### config.mk
export PLATFORM = sky130hd
export DESIGN_NAME = cfg_space_top
export DESIGN_NICKNAME = d
export VERILOG_FILES = /design/src/rtl/cfg_space_pkg.sv /design/src/rtl/cfg_host_port.sv /design/src/rtl/cfg_dev_bank.sv /design/src/rtl/cfg_rt_decoder.sv /design/src/rtl/cfg_space_top.sv
export SDC_FILE = /design/constraint.sdc
export NUM_CORES = 1
export LEC_CHECK = 0
export BUFFER_PORTS_ARGS = -buffer_cell sky130_fd_sc_hd__buf_2
export CAP_MARGIN = 20
export CORE_MARGIN = 1
export CORE_UTILIZATION = 40
export DETAILED_ROUTE_END_ITERATION = 10
export PLACE_DENSITY = 0.67
export SLEW_MARGIN = 10
export SYNTH_ARGS = -nofsm -noshare
export SYNTH_HDL_FRONTEND = slang
export SYNTH_SLANG_ARGS = --single-unit
export TNS_END_PERCENT = 20
### constraint.sdc
create_clock -name clk -period 5.1 [get_ports clk]
set_input_delay 0.765 -clock clk [delete_from_list [all_inputs] [get_ports clk]]
set_output_delay 0.765 -clock clk [all_outputs]
set_load 0.02 [all_outputs]
### src/rtl/cfg_space_pkg.sv
package cfg_space_pkg;

  localparam logic [7:0] IDX_SELECT  = 8'h07;
  localparam logic [7:0] IDX_CHIPID  = 8'h20;
  localparam logic [7:0] IDX_REVNUM  = 8'h27;
  localparam logic [7:0] IDX_ACTIVE  = 8'h30;
  localparam logic [7:0] IDX_BASE_HI = 8'h60;
  localparam logic [7:0] IDX_BASE_LO = 8'h61;

  localparam int BASE_W = 16;

  typedef enum logic [2:0] {
    SEL_NONE,
    SEL_DEVSEL,
    SEL_CHIPID,
    SEL_REVNUM,
    SEL_ACTIVE,
    SEL_BASE_HI,
    SEL_BASE_LO
  } reg_sel_e;

  function automatic reg_sel_e decode_index(input logic [7:0] idx);
    reg_sel_e s;
    case (idx)
      IDX_SELECT:  s = SEL_DEVSEL;
      IDX_CHIPID:  s = SEL_CHIPID;
      IDX_REVNUM:  s = SEL_REVNUM;
      IDX_ACTIVE:  s = SEL_ACTIVE;
      IDX_BASE_HI: s = SEL_BASE_HI;
      IDX_BASE_LO: s = SEL_BASE_LO;
      default:     s = SEL_NONE;
    endcase
    return s;
  endfunction

endpackage

### src/rtl/cfg_host_port.sv
module cfg_host_port
  import cfg_space_pkg::*;
#(
  parameter int         NDEV    = 15,
  parameter logic [7:0] CHIP_ID = 8'hE9,
  parameter logic [7:0] REV_ID  = 8'h01,
  localparam int        LDN_W   = (NDEV > 1) ? $clog2(NDEV) : 1
) (
  input  logic              clk,
  input  logic              rst,
  input  logic              host_cs,
  input  logic              host_wr,
  input  logic              host_rd,
  input  logic              host_addr,
  input  logic [7:0]        host_wdata,
  input  logic              sel_active,
  input  logic [BASE_W-1:0] sel_base,
  output logic [7:0]        host_rdata,
  output logic [LDN_W-1:0]  cur_dev,
  output logic              we_active,
  output logic              we_base_hi,
  output logic              we_base_lo
);

  logic [7:0]  index_q;
  logic [7:0]  rd_mux;
  reg_sel_e    sel;
  logic        wr_index;
  logic        wr_data;
  logic        rd_any;
  logic        devsel_ok;

  assign sel       = decode_index(index_q);
  assign wr_index  = host_cs && host_wr && !host_addr;
  assign wr_data   = host_cs && host_wr &&  host_addr;
  assign rd_any    = host_cs && host_rd;
  assign devsel_ok = (host_wdata < 8'(NDEV));

  assign we_active  = wr_data && (sel == SEL_ACTIVE);
  assign we_base_hi = wr_data && (sel == SEL_BASE_HI);
  assign we_base_lo = wr_data && (sel == SEL_BASE_LO);

  always_comb begin
    rd_mux = 8'h00;
    case (sel)
      SEL_DEVSEL:  rd_mux = 8'(cur_dev);
      SEL_CHIPID:  rd_mux = CHIP_ID;
      SEL_REVNUM:  rd_mux = REV_ID;
      SEL_ACTIVE:  rd_mux = {7'b0, sel_active};
      SEL_BASE_HI: rd_mux = sel_base[15:8];
      SEL_BASE_LO: rd_mux = sel_base[7:0];
      default:     rd_mux = 8'h00;
    endcase
  end

  always_ff @(posedge clk) begin
    if (rst) begin
      index_q    <= 8'h00;
      cur_dev    <= '0;
      host_rdata <= 8'h00;
    end else begin
      if (wr_index)
        index_q <= host_wdata;
      if (wr_data && (sel == SEL_DEVSEL) && devsel_ok)
        cur_dev <= host_wdata[LDN_W-1:0];
      if (rd_any)
        host_rdata <= host_addr ? rd_mux : index_q;
    end
  end

endmodule

### src/rtl/cfg_dev_bank.sv
module cfg_dev_bank
  import cfg_space_pkg::*;
#(
  parameter int  NDEV  = 15,
  localparam int LDN_W = (NDEV > 1) ? $clog2(NDEV) : 1
) (
  input  logic                   clk,
  input  logic                   rst,
  input  logic [LDN_W-1:0]       cur_dev,
  input  logic                   we_active,
  input  logic                   we_base_hi,
  input  logic                   we_base_lo,
  input  logic [7:0]             wdata,
  output logic [NDEV-1:0]        dev_en,
  output logic [NDEV*BASE_W-1:0] dev_base,
  output logic                   sel_active,
  output logic [BASE_W-1:0]      sel_base
);

  for (genvar g = 0; g < NDEV; g++) begin : g_dev
    logic              hit_sel;
    logic              act_q;
    logic [BASE_W-1:0] base_q;

    assign hit_sel = (cur_dev == LDN_W'(g));

    always_ff @(posedge clk) begin
      if (rst) begin
        act_q  <= 1'b0;
        base_q <= '0;
      end else if (hit_sel) begin
        if (we_active)
          act_q <= wdata[0];
        if (we_base_hi)
          base_q[15:8] <= wdata;
        if (we_base_lo)
          base_q[7:0] <= wdata;
      end
    end

    assign dev_en[g]                   = act_q;
    assign dev_base[g*BASE_W +: BASE_W] = base_q;
  end

  always_comb begin
    sel_active = 1'b0;
    sel_base   = '0;
    for (int i = 0; i < NDEV; i++) begin
      if (cur_dev == LDN_W'(i)) begin
        sel_active = dev_en[i];
        sel_base   = dev_base[i*BASE_W +: BASE_W];
      end
    end
  end

endmodule

### src/rtl/cfg_rt_decoder.sv
module cfg_rt_decoder
  import cfg_space_pkg::*;
#(
  parameter int  NDEV     = 15,
  parameter int  WIN_BITS = 4,
  localparam int LDN_W    = (NDEV > 1) ? $clog2(NDEV) : 1,
  localparam int TAG_W    = BASE_W - WIN_BITS
) (
  input  logic                   clk,
  input  logic                   rst,
  input  logic                   rt_valid,
  input  logic [BASE_W-1:0]      rt_addr,
  input  logic [NDEV-1:0]        dev_en,
  input  logic [NDEV*BASE_W-1:0] dev_base,
  output logic                   rt_hit,
  output logic [LDN_W-1:0]       rt_dev
);

  logic [NDEV-1:0]  match;
  logic             any_match;
  logic [LDN_W-1:0] first_dev;

  for (genvar g = 0; g < NDEV; g++) begin : g_cmp
    assign match[g] = dev_en[g] &&
      (rt_addr[BASE_W-1:WIN_BITS] == dev_base[g*BASE_W+WIN_BITS +: TAG_W]);
  end

  always_comb begin
    any_match = |match;
    first_dev = '0;
    for (int i = NDEV - 1; i >= 0; i--) begin
      if (match[i])
        first_dev = LDN_W'(i);
    end
  end

  always_ff @(posedge clk) begin
    if (rst) begin
      rt_hit <= 1'b0;
      rt_dev <= '0;
    end else begin
      rt_hit <= rt_valid && any_match;
      if (rt_valid && any_match)
        rt_dev <= first_dev;
    end
  end

endmodule

### src/rtl/cfg_space_top.sv
module cfg_space_top
  import cfg_space_pkg::*;
#(
  parameter int         NDEV     = 15,
  parameter int         WIN_BITS = 4,
  parameter logic [7:0] CHIP_ID  = 8'hE9,
  parameter logic [7:0] REV_ID   = 8'h01,
  localparam int        LDN_W    = (NDEV > 1) ? $clog2(NDEV) : 1
) (
  input  logic                   clk,
  input  logic                   rst,
  input  logic                   host_cs,
  input  logic                   host_wr,
  input  logic                   host_rd,
  input  logic                   host_addr,
  input  logic [7:0]             host_wdata,
  output logic [7:0]             host_rdata,
  input  logic                   rt_valid,
  input  logic [15:0]            rt_addr,
  output logic                   rt_hit,
  output logic [LDN_W-1:0]       rt_dev,
  output logic [NDEV-1:0]        dev_en,
  output logic [NDEV*16-1:0]     dev_base
);

  logic [LDN_W-1:0]  cur_dev;
  logic              we_active;
  logic              we_base_hi;
  logic              we_base_lo;
  logic              sel_active;
  logic [BASE_W-1:0] sel_base;

  cfg_host_port #(
    .NDEV    (NDEV),
    .CHIP_ID (CHIP_ID),
    .REV_ID  (REV_ID)
  ) u_port (
    .clk        (clk),
    .rst        (rst),
    .host_cs    (host_cs),
    .host_wr    (host_wr),
    .host_rd    (host_rd),
    .host_addr  (host_addr),
    .host_wdata (host_wdata),
    .sel_active (sel_active),
    .sel_base   (sel_base),
    .host_rdata (host_rdata),
    .cur_dev    (cur_dev),
    .we_active  (we_active),
    .we_base_hi (we_base_hi),
    .we_base_lo (we_base_lo)
  );

  cfg_dev_bank #(
    .NDEV (NDEV)
  ) u_bank (
    .clk        (clk),
    .rst        (rst),
    .cur_dev    (cur_dev),
    .we_active  (we_active),
    .we_base_hi (we_base_hi),
    .we_base_lo (we_base_lo),
    .wdata      (host_wdata),
    .dev_en     (dev_en),
    .dev_base   (dev_base),
    .sel_active (sel_active),
    .sel_base   (sel_base)
  );

  cfg_rt_decoder #(
    .NDEV     (NDEV),
    .WIN_BITS (WIN_BITS)
  ) u_rt (
    .clk      (clk),
    .rst      (rst),
    .rt_valid (rt_valid),
    .rt_addr  (rt_addr),
    .dev_en   (dev_en),
    .dev_base (dev_base),
    .rt_hit   (rt_hit),
    .rt_dev   (rt_dev)
  );

endmodule

======== After elaboration in Yosys (flattened, before gate mapping) ========
Cells that the tools add are included.
storage, ports and cells
  register bits after elaboration ......... 280
  bits of input ports ..................... 31
  output and inout bits ................... 268
  logic and storage cells ................. 213
cells by class
  $lt $le $gt $ge ......................... 1
  equal/unequal tests ..................... 41
  multiplexer cells ....................... 48
  reductions and logical operators ........ 73
operators with widths
  cell                                                                          count
  16-bit two-way mux                                                            15
  12-bit == test                                                                15
  2-bit AND reduction                                                           45
  4-bit two-way mux                                                             15
  8-bit one-hot mux with 6 select lines                                         1
  4-bit == test, second input constant                                          7
  1-bit logical AND                                                             25
  8-bit by 6-bit == test with 1-bit output, second input constant               3
  3-bit one-hot mux with 6 select lines                                         1
  4-bit by 3-bit == test with 1-bit output, second input constant               4
  8-bit by 7-bit == test with 1-bit output, second input constant               2
  1-bit two-way mux                                                             15
  15-bit OR reduction                                                           1
  3-bit == test, second input constant                                          3
  4-bit by 2-bit == test with 1-bit output, second input constant               2
  8-bit by 3-bit == test with 1-bit output, second input constant               1
  8-bit by 4-bit less-than comparator with 1-bit output, second input constant  1
  8-bit two-way mux                                                             1
  3-bit by 2-bit == test with 1-bit output, second input constant               2
  4-bit by 1-bit == test with 1-bit output, second input constant               1
  4-bit logical NOT                                                             1
  3-bit by 1-bit == test with 1-bit output, second input constant               1
  1-bit logical NOT                                                             1

======== Logic depth before layout (Yosys ltp) ========
Gate-level depths: netlist of the first run.
  depth after elaboration ................. 18
  mapped depth ............................ 11
  depth with buffers taken out ............ 7

======== Modules after synthesis ========
From an unflattened synthesis of the first run, not the netlist that was laid out.
unflattened totals
  cells, all modules ...................... 1928
  area, all modules ....................... 15911.5 µm²
by module, submodules not included
  module          times used  cells an instance  area each (µm²)  seq. area each (µm²)
  cfg_dev_bank    1           1468               12085.3          5104.9
  cfg_rt_decoder  1           321                2670.1           100.1
  cfg_host_port   1           139                1156.1           400.4

======== Worst setup path before layout of the first run ========
Ideal clock, no wire load.
  path kind ............................... input to register
  start point ............................. in rt_addr[7]
  end point ............................... reg u_rt.rt_dev[1]
  setup time .............................. 0.068 ns
  arrival ................................. 2.497 ns
  required time ........................... 5.032 ns
  slack ................................... 2.535 ns
  cell stages on the path ................. 9
  buffers on the path ..................... 2
  cells stage by stage .................... buf_2 buf_6 xnor2_2 nand3_1 nor4_4 nor4b_1 a221o_1 a211o_1 a21oi_2
between the ends
  word-level cells in the longest chain between the ends .. 17
RTL lines
  what                             line                  RTL
  from (decl)                      cfg_space_top.sv:19   input logic [15:0] rt_addr,
  12-bit == test                   cfg_rt_decoder.sv:25  (rt_addr[BASE_W-1:WIN_BITS] == dev_base[g*BASE_W+WIN_BITS +: TAG_W]);
  1-bit logical AND                cfg_rt_decoder.sv:24  assign match[g] = dev_en[g] &&
  4-bit two-way mux (15 in a row)  cfg_rt_decoder.sv:32  if (match[i])
  to (signal assigned)             cfg_rt_decoder.sv:44  rt_dev <= first_dev;
  to (decl)                        cfg_rt_decoder.sv:16  output logic [LDN_W-1:0] rt_dev
Parallel ways exist; a longest one is shown, timed or not.
A chain may end at the register's enable or synchronous reset.

======== Worst setup path after layout of the first run ========
  start point ............................. reg u_port.cur_dev[1]
  end point ............................... reg u_port.host_rdata[3]
between the ends
  word-level cells in the longest chain between the ends .. 18
RTL lines
  what                                     line                 RTL
  from (decl)                              cfg_host_port.sv:19  output logic [LDN_W-1:0] cur_dev,
  from (signal assigned)                   cfg_host_port.sv:65  cur_dev <= host_wdata[LDN_W-1:0];
  4-bit logical NOT                        cfg_dev_bank.sv:49   if (cur_dev == LDN_W'(i)) begin
  16-bit two-way mux (14 in a row)         cfg_dev_bank.sv:49
  16-bit two-way mux *                     cfg_dev_bank.sv:49
  8-bit one-hot mux with 6 select lines *  cfg_host_port.sv:45  case (sel)
  8-bit two-way mux *                      cfg_host_port.sv:67  host_rdata <= host_addr ? rd_mux : index_q;
  to (signal assigned)                     cfg_host_port.sv:67
  to (decl)                                cfg_host_port.sv:18  output logic [7:0] host_rdata,
Every way passes the cells marked *; elsewhere a longest branch is shown, timed or not.

==> metrics.md, run 1 <==
| Metric | Value |
|---|---|
| Fin Setup TNS | 0 ns |
| Dpl cells | 2615 |
| Final Worst Setup Slack | 1.65 ns |
| CP endpoint kind | register |
| Sequential area share after synthesis | 0.363 |
| Final core occ | 0.476 |
| # rows | 71 |
| Port bufs | 294 |
| Final cell count without fillers | 2672 |
| Unrepaired setup endpoints after global routing | no |
| P&R area growth vs syn | 16.6% |
| Critical path arrival | 3.94 ns |
| H-tree depth | 1 |
| Via count | 16500 |
| Wirelength per Cell | 25.7 µm |
| Pins Over Slew Limit | 0 |
| Horiz. Die Dim | 199 µm |
| Max-slew headroom | 0.216 |
| Final setup fails | 0 |
| Worst path slowest cell | nor2b_1 |
| Nets@finish | 2167 |
| Least-Margin Pin Slew | 1.18 ns |
| Ports | 299 |
| Post-CTS Setup Bufs | 0 |
| Leak Pwr | 6.48 nW |
| Reg2Reg Depth | 9 |
| Mapped Cells | 1957 |
| Die Footprint | 0.0394 mm² |
| DR iter-0 viols | 2403 |
| Worst-path maximum fanout | 15 |
| Die Height | 199 µm |
| Largest net degree at the start of global routing | 146 |
| CP required | 5.59 ns |
| Worst skew pair latency | 0.60 ns |
| Post-synthesis cell type count | 77 |
| First-pass GRT wire length | 98500 µm |
| Worst Clk Skew | 0.0413 ns |
| Starting Density | 0.408 |
| Post-synth EDFFs | 0 |
| Cell repeated most along the worst path | buf_4 |
| Overflow after GRT | 0 |
| FFs w/ async S/R, synth | 0 |
| Clock root cell | clkbuf_16 |
| Vias in the first global route | 14900 |
| Post-detailed-route count of antenna-violating nets | 0 |
| CTS Hold Bufs | 0 |
| Post-synth top flop | dfxtp_1 |
| CTS Buf Count | 30 |
| TritonCTS clock tree | built |
| CTS Sinks | 280 |
| Core area | 0.0378 mm² |
| Final wirelength | 68600 µm |
| Tcrit/Tclk final | 0.676 |
| Minimum clock period | 3.45 ns |
| Clk slew on worst S/H paths | 0.07 ns |
| Final hold violation count | 0 |
| CP startpoint kind | register |
| Resize count post-CTS | 0 |
| YS warnings | 0 |
| Critical path class | register to register |
| Overall routing resource usage | 0.338 |
| Post-Syn Nets | 1988 |
| Mapped Area | 0.0154 mm² |
| Cell Pwr Density | 277 mW/mm² |
| Hpwl dp | 47700 µm |
| DRC | 0 |
| Clock buffer depth | 3 |
| Layout cell share with drive strength beyond 1 | 0.203 |
| Antenna violations before repair | 3 |
| DR pass1 iterations | 8 |
| Fmax | 0.290 GHz |
| Synthesized area per cell | 7.89 µm² |
| Hold path depth | 2 |
| Maxcap violations | 0 |
| Peak VDD IR | 201 µV |
| Cell-by-cell trace of the critical path | buf_4 > nor2b_1 > buf_4 > o2bb2ai_1 > a22oi_1 > or3_1 > a32oi_1 > o211ai_1 > a311oi_1 |
| DR vias/cell | 6.18 |
| Final RePlAce weighted congestion | 1.05 |
| Hold Path Class | primary input to register |
| Post-place setup slack | 1.59 ns |
| CP peak stage delay | 0.59 ns |
| Seq cells post-synth | 280 |
| Status | completed |
layout by cell type (no fill, tap or decap), drive strengths merged, types with 6 or more instances in the layout:
cell,instances
nor4,18
o2bb2ai,8
dfxtp,280
nand3,176
xnor2,180
a22oi,16
mux4,20
o22ai,13
a222oi,6
a21oi,276
clkbuf,45
a31oi,6
a211oi,12
nand4,32
bufinv,6
nor2b,8
mux2,7
nor3,18
inv,6
nand2b,10
o21ai,55
buf,326
nand2,401
mux2i,50
nor2,93
a221oi,7
report_power, final:
| group | total [mW] | internal (mW) | switching [mW] |
|---|---|---|---|
| clock | 2.51 | 1.54 | 0.970 |
| sequential | 2.20 | 2.19 | 0.00565 |
| combinational | 0.275 | 0.0767 | 0.199 |
Yosys cell counts, drive strengths merged, types with 4 or more instances:
cell	n	area, µm²
and3	5	31.3
mux2i	50	500
mux4	20	450
or4	5	45.0
nor2b	8	50.1
o21ai	55	275
a211o	4	35.0
clkbuf	101	383
a22oi	16	120
nand2b	10	62.6
a222oi	6	60.1
a21oi	276	1390
and2	5	31.3
a32oi	4	35.0
nand3	176	881
o2bb2ai	8	70.1
a22o	5	43.8
nor2	93	359
nor4	18	183
nand2	401	1510
a221oi	7	73.8
nand3b	4	42.5
a31oi	6	37.5
nor3	18	110
buf	79	579
a221o	5	50.1
xnor2	180	1610
dfxtp	280	5610
a211oi	12	90.1
nand4	32	200
o221ai	5	43.8
mux2	7	78.8
o22ai	13	81.3
inv	5	18.8
critical path: cells and delay by family (launching register included):
| kind | cells | cell delay [ns] |
|---|---|---|
| simple gates | 2 | 0.96 |
| flops | 1 | 0.47 |
| buf+inv | 2 | 0.64 |
| compound gates | 5 | 1.27 |
flip-flops by register name (all words and copies together) (netlist names):
| signal | cells |
|---|---|
| u_bank.g_dev.act_q | 15 |
| u_bank.g_dev.base_q | 240 |
| u_port.cur_dev | 4 |
| u_port.host_rdata | 8 |
| u_port.index_q | 8 |
| u_rt.rt_dev | 4 |
| u_rt.rt_hit | 1 |
logic make-up (layout without fill, tap and decap cells):
family | after synthesis | in the layout | synth area share
AO/OA/AOI/OAI | 443 | 443 | 0.167
XOR/XNOR | 180 | 180 | 0.104
buffers and inverters | 187 | 389 | 0.0640
flip-flops | 280 | 280 | 0.363
multiplexers | 77 | 77 | 0.0667
other | 0 | 2 | 0
AND/OR/NAND/NOR | 790 | 790 | 0.235
stage by stage:
step / cell area (µm²) / hold WS [ns] / power, mW
2_1_floorplan: 15400 / 0.459 / 2.44
3_3_place_gp: 16900 / 0.452 / 2.51
3_5_place_dp: 16900 / 0.458 / 2.51
4_1_cts: 18000 / 0.406 / 4.97
5_1_grt: 18000 / 0.411 / 5.08
6_report: 18000 / 0.415 / 4.98
area by class of cell:
cell class | instances | area, µm²
fillers | 3724 | 19800
multi-input cells | 1490 | 8860
flip-flops and latches | 280 | 5610
repair buffers | 327 | 1740
clock buffers | 44 | 915
well taps | 511 | 639
clock inverters | 11 | 216
inverters | 7 | 26.3
diodes | 2 | 5.00
routing by layer:
metal / track usage / vias to the layer above / part of all wire
met4: 0.158 / 2 / 0.049
met5: 0 / - / 0.00012
met1: 0.469 / 7856 / 0.39
met3: 0.0797 / 214 / 0.14
met2: 0.490 / 1244 / 0.42
li1: - / 7184 / -
final timing paths:
check | from | endpoint | slack (ns)
max reg2reg | u_port.cur_dev[1]$_SDFFE_PP0P_ | u_port.host_rdata[3]$_SDFFE_PP0P_ | 1.65
max | u_port.cur_dev[1]$_SDFFE_PP0P_ | u_port.host_rdata[3]$_SDFFE_PP0P_ | 1.65
min reg2reg | u_rt.rt_dev[0]$_SDFFE_PP0P_ | u_rt.rt_dev[0]$_SDFFE_PP0P_ | 0.46
min | rt_valid | u_rt.rt_dev[2]$_SDFFE_PP0P_ | 0.41
Note: power is estimated with default switching activity, not from simulation.
==> run 2: changes to the inputs <==
clock period = 3.35 ns   (was 5.1 ns; I/O delays follow)
==> metrics.md, run 2 (synthesized netlist as in run 1, its figures left out) <==
| Metric | Value |
|---|---|
| Final hold violation count | 0 (unchanged) |
| Fmax | 0.338 GHz (+16%) |
| P&R area growth vs syn | 18.7% |
| Switching share of power | 0.243 (+0.00720) |
| Final cell count without fillers | 2721 (+1.8%) |
| Core area | 0.0378 mm² (unchanged) |
| Minimum clock period | 2.96 ns (-0.488 ns) |
| Unrepaired setup endpoints after global routing | no |
| Hold Path Class | primary input to register |
| WHS | 0.169 ns (-0.245 ns) |
| Largest net degree at the start of global routing | 152 (+4.1%) |
| Worst reg2reg setup slack | 0.39 ns (-1.26 ns) |
| Final core occ | 0.484 (+0.00833) |
| Psw | 1.77 mW (+50%) |
| Port bufs | 294 (unchanged) |
| Leak Pwr | 6.70 nW (+3.4%) |
| Area of placed instances | 0.0173 mm² (+2.4%) |
| Comb power frac | 0.061 (+0.006) |
| TritonCTS clock tree | built |
| Commonest non-fill, non-tap cell in the layout | nand2_1 |
| Internal power | 5.51 mW (+45%) |
| CTS Sinks | 280 (unchanged) |
| Fill count | 3813 (+2.4%) |
| Final setup fails | 0 (unchanged) |
| H-tree depth | 1 (unchanged) |
| # rows | 71 (unchanged) |
| Vias in the first global route | 15000 (+0.63%) |
| Status | completed |
| Least-Margin Pin Slew | 1.14 ns (-0.0355 ns) |
| CP endpoint kind | register |
| Largest register FFs | 240 (unchanged) |
| Final RePlAce weighted congestion | 1.00 (-4.4%) |
| Die Footprint | 0.0394 mm² (unchanged) |
| CTS Buf Count | 30 (unchanged) |
| CTS Hold Bufs | 0 (unchanged) |
| CP required | 3.76 ns (-1.83 ns) |
| Clock buffer depth | 3 (unchanged) |
| Top reg by flops | u_bank.g_dev.base_q |
| Max-slew headroom | 0.240 (+0.0236) |
| Post-place setup slack | 0.338 ns (-1.25 ns) |
| Ports | 299 (unchanged) |
| Dpl cells | 2663 (+1.8%) |
| Starting Density | 0.408 (unchanged) |
| CP startpoint kind | register |
| Hpwl dp | 50000 µm (+4.9%) |
| Worst-path maximum fanout | 34 (+19) |
| Final wirelength | 69300 µm (+0.90%) |
| Power, Total | 7.28 mW (+46%) |
| Clock root cell | clkbuf_16 |
| Clock power share | 0.479 (-0.025) |
| First-pass GRT wire length | 99500 µm (+1.1%) |
| Worst Clk Skew | 0.0189 ns (-0.0224 ns) |
| Final Worst Setup Slack | 0.390 ns (-1.26 ns) |
| Clk slew on worst S/H paths | 0.07 ns (about the same) |
| Overall routing resource usage | 0.341 (+0.00303) |
| DRC | 0 (unchanged) |
| Critical path class | register to register |
| Critical path arrival | 3.37 ns (-0.57 ns) |
| Post-detailed-route count of antenna-violating nets | 0 (unchanged) |
| Fin Setup TNS | 0 ns (unchanged) |
| Most frequent cells in the layout | nand2_1, buf_2, dfxtp_1 |
| Post-CTS Setup Bufs | 0 (unchanged) |
| Worst skew pair latency | 0.58 ns (-0.02 ns) |
| Antenna violations before repair | 2 (-1) |
| Wirelength per Cell | 25.5 µm (-0.91%) |
| Resize count post-CTS | 0 (unchanged) |
| Via count | 16700 (+1.0%) |
| Die Height | 199 µm (unchanged) |
| Cell area after layout | 0.0183 mm² (+1.8%) |
| DR iter-0 viols | 2020 (-16%) |
| DR pass1 iterations | 6 (-2) |
| Overflow after GRT | 0 (unchanged) |
| Horiz. Die Dim | 199 µm (unchanged) |
| DR vias/cell | 6.12 (-0.81%) |
| Cell Pwr Density | 397 mW/mm² (+44%) |
| Tcrit/Tclk final | 0.884 (+0.207) |
| Pins Over Slew Limit | 0 (unchanged) |
| Layout cell share with drive strength beyond 1 | 0.220 (+0.0172) |
| Biggest regs | u_bank.g_dev.base_q (240), u_bank.g_dev.act_q (15) |
| Seq pwr share | 0.460 (+0.019) |
| Peak VDD IR | 371 µV (+84%) |
| Nets@finish | 2215 (+2.2%) |
| Maxcap violations | 0 (unchanged) |
==> run 2: path summary, 6_finish.rpt <==
| check | from | end | depth (start not counted) |
|---|---|---|---|
| max | u_port.cur_dev[0]$_SDFFE_PP0P_ | u_port.host_rdata[4]$_SDFFE_PP0P_ | 7 |
| min | rt_valid | u_rt.rt_dev[2]$_SDFFE_PP0P_ | 2 |
| max reg2reg | u_port.cur_dev[0]$_SDFFE_PP0P_ | u_port.host_rdata[4]$_SDFFE_PP0P_ | 7 |
| min reg2reg | u_rt.rt_dev[0]$_SDFFE_PP0P_ | u_rt.rt_dev[0]$_SDFFE_PP0P_ | 2 |
==> run 2: layer usage <==
layer  track usage  up-vias  routed length, µm
li1              -     7282                  -
met1         0.488     8006              28400
met2         0.499     1203              29400
met3        0.0604      175               8520
met4         0.144        0               2970
met5             0        -                  0
==> run 2: cell type report <==
class | instances | area (µm²) | share of cell area
Sequential cell | 280 | 5610 | 0.306
Clock inverter | 12 | 124 | 0.00676
Clock buffer | 44 | 915 | 0.0499
Timing Repair Buffer | 375 | 2150 | 0.117
Antenna cell | 2 | 5.00 | 0.000273
Multi-Input combinational cell | 1490 | 8860 | 0.483
Tap cell | 511 | 639 | 0.0349
Inverter | 7 | 26.3 | 0.00143
==> run 2: power by group through the flow <==
| stage | sequential [mW] | combinational, mW | clock [mW] |
|---|---|---|---|
| after floorplan | 3.42 | 0.294 | 0 |
| after global placement | 3.42 | 0.420 | 0 |
| after detailed placement | 3.42 | 0.424 | 0 |
| after CTS | 3.34 | 0.425 | 3.50 |
| after global routing | 3.34 | 0.456 | 3.64 |
| final | 3.34 | 0.443 | 3.49 |
==> run 2: worst max-delay path, stage by stage, from the launching register on <==
cell and delay [ns]:
dfxtp_4 0.67, buf_4 0.34, mux4_2 0.57, nand2_1 0.09
o21ai_0 0.13, a221o_1 0.42, a31oi_1 0.40, a211oi_1 0.13
==> run 3: changes to the inputs <==
BUFFER_PORTS_ARGS = -buffer_cell sky130_fd_sc_hd__buf_4   (was -buffer_cell sky130_fd_sc_hd__buf_2)
CTS_BUF_LIST = sky130_fd_sc_hd__clkbuf_8   (was default)
==> metrics.md, run 3 (synthesized netlist as in run 1, its figures left out) <==
| Metric | Value |
|---|---|
| Final wirelength | 69600 µm (+0.54%) |
| DRC | 0 (unchanged) |
| Antenna violations before repair | 2 (unchanged) |
| Nets@finish | 2219 (+0.18%) |
| Die Footprint | 0.0394 mm² (unchanged) |
| Overflow after GRT | 0 (unchanged) |
| Worst skew pair latency | 0.65 ns (+0.07 ns) |
| Unrepaired setup endpoints after global routing | no |
| Hold Path Class | primary input to register |
| CTS Sinks | 280 (unchanged) |
| H-tree depth | 2 (+1) |
| Resize count post-CTS | 0 (unchanged) |
| Core area | 0.0378 mm² (unchanged) |
| Starting Density | 0.408 (unchanged) |
| Worst Clk Skew | 0.0427 ns (+0.0238 ns) |
| DR iter-0 viols | 2268 (+12%) |
| Power, Total | 7.15 mW (-1.7%) |
| DR pass1 iterations | 6 (unchanged) |
| Peak VDD IR | 238 µV (-36%) |
| Leak Pwr | 6.69 nW (-0.13%) |
| CTS Hold Bufs | 0 (unchanged) |
| Maxcap violations | 0 (unchanged) |
| Clock buffer depth | 3 (unchanged) |
| Tcrit/Tclk final | 0.877 (-0.00682) |
| CTS Buf Count | 49 (+63%) |
| CP required | 3.88 ns (+0.12 ns) |
| Status | completed |
| P&R area growth vs syn | 22.7% |
| Max-slew headroom | 0.307 (+0.0676) |
| Clock root cell | clkbuf_8 |
| Overall routing resource usage | 0.346 (+0.00558) |
| Worst-path maximum fanout | 30 (-12%) |
| Fin Setup TNS | 0 ns (unchanged) |
| Ports | 299 (unchanged) |
| Cell Pwr Density | 377 mW/mm² (-4.9%) |
| Wirelength per Cell | 25.4 µm (-0.12%) |
| Final setup fails | 0 (unchanged) |
| Fill count | 3761 (-1.4%) |
| Die Height | 199 µm (unchanged) |
| Pins Over Slew Limit | 0 (unchanged) |
| Critical path arrival | 3.47 ns (+0.10 ns) |
| Worst reg2reg setup slack | 0.41 ns (+0.02 ns) |
| Top reg by flops | u_bank.g_dev.base_q |
| Post-CTS Setup Bufs | 0 (unchanged) |
| Post-detailed-route count of antenna-violating nets | 0 (unchanged) |
| Hpwl dp | 48900 µm (-2.3%) |
| DR vias/cell | 6.08 (-0.72%) |
| Commonest non-fill, non-tap cell in the layout | nand2_1 |
| Clk slew on worst S/H paths | 0.06 ns (about the same) |
| First-pass GRT wire length | 101000 µm (+1.3%) |
| CP startpoint kind | register |
| # rows | 71 (unchanged) |
| Final hold violation count | 0 (unchanged) |
| Most frequent cells in the layout | nand2_1, buf_4, dfxtp_1 |
| Horiz. Die Dim | 199 µm (unchanged) |
| Port bufs | 294 (unchanged) |
| Area taken by multi-input logic gates | 0.00886 mm² (unchanged) |
| Vias in the first global route | 15200 (+1.4%) |
| Largest register FFs | 240 (unchanged) |
| CP endpoint kind | register |
| Largest net degree at the start of global routing | 132 (-13%) |
| Layout cell share with drive strength beyond 1 | 0.222 (+0.00216) |
| Least-Margin Pin Slew | 1.03 ns (-0.108 ns) |
| Biggest regs | u_bank.g_dev.base_q (240), u_bank.g_dev.act_q (15) |
| TritonCTS clock tree | built |
| Critical path class | register to register |
| FF+latch area | 0.00561 mm² (unchanged) |
| Minimum clock period | 2.94 ns (-0.0229 ns) |
| Via count | 16700 (-0.066%) |
| Final RePlAce weighted congestion | 1.02 (+1.9%) |
| Fmax | 0.340 GHz (+0.78%) |
-- run 3: cell types whose count changed in the layout (fill, tap and decap cells not counted), sizes merged --
cell      change
clkinv        -4
clkbuf       +24
clkinvlp      +1
inv          +14
diode         -1
buf          -15
bufinv        -1
-- run 3: power by group --
part | switching [mW] | total, mW | leakage [nW] | internal [mW]
logic | 0.307 | 0.436 | 3.84 | 0.129
clock network | 1.49 | 3.37 | 0.597 | 1.87
registers | 0.00917 | 3.35 | 2.26 | 3.34
total | 1.81 | 7.15 | 6.69 | 5.34
-- run 3: metrics by stage --
| step | hold WS, ns | setup WS, ns | util | instance area [µm²] | cells |
|---|---|---|---|---|---|
| floorplan | 0.459 | 1.05 | - | 15400 | 1957 |
| global placement | 0.453 | 0.537 | 0.472 | 17900 | 2647 |
| detailed placement | 0.464 | 0.514 | 0.472 | 17900 | 2647 |
| CTS | 0.0573 | 0.515 | 0.500 | 18900 | 2737 |
| global route | 0.0877 | 0.234 | 0.501 | 18900 | 2738 |
| finish | 0.0884 | 0.413 | 0.501 | 18900 | 2739 |
-- run 3: worst paths after layout --
path / startpoint / end / cells past startpoint
worst max-delay path: u_port.cur_dev[0]$_SDFFE_PP0P_ / u_port.host_rdata[1]$_SDFFE_PP0P_ / 9
worst min-delay path: rt_valid / u_rt.rt_dev[2]$_SDFFE_PP0P_ / 2
worst max register to register: u_port.cur_dev[0]$_SDFFE_PP0P_ / u_port.host_rdata[1]$_SDFFE_PP0P_ / 9
worst min register to register: u_rt.rt_dev[0]$_SDFFE_PP0P_ / u_rt.rt_dev[0]$_SDFFE_PP0P_ / 2
-- run 3: metal layers --
layer,wire length [µm],GRT usage
met5,12,0
met1,28400,0.486
met2,29300,0.505
met3,8860,0.0754
met4,3010,0.155
-- run 3: final cells by class --
type | count | area share
diodes | 1 | 0.000132
multi-input cells | 1490 | 0.468
well taps | 511 | 0.0337
flip-flops and latches | 280 | 0.296
clock buffers | 68 | 0.0494
inverters | 7 | 0.00139
repair buffers | 360 | 0.145
clock inverters | 22 | 0.00647
-- run 3: critical path: stages, from the launching register on --
cell and delay (ns):
dfxtp_4 0.69, buf_4 0.37, inv_1 0.20, a211oi_1 0.26, a2111oi_0 0.12, buf_4 0.19, nor4_1 0.30, o221ai_1 0.24
a221oi_1 0.36, nor3_1 0.08
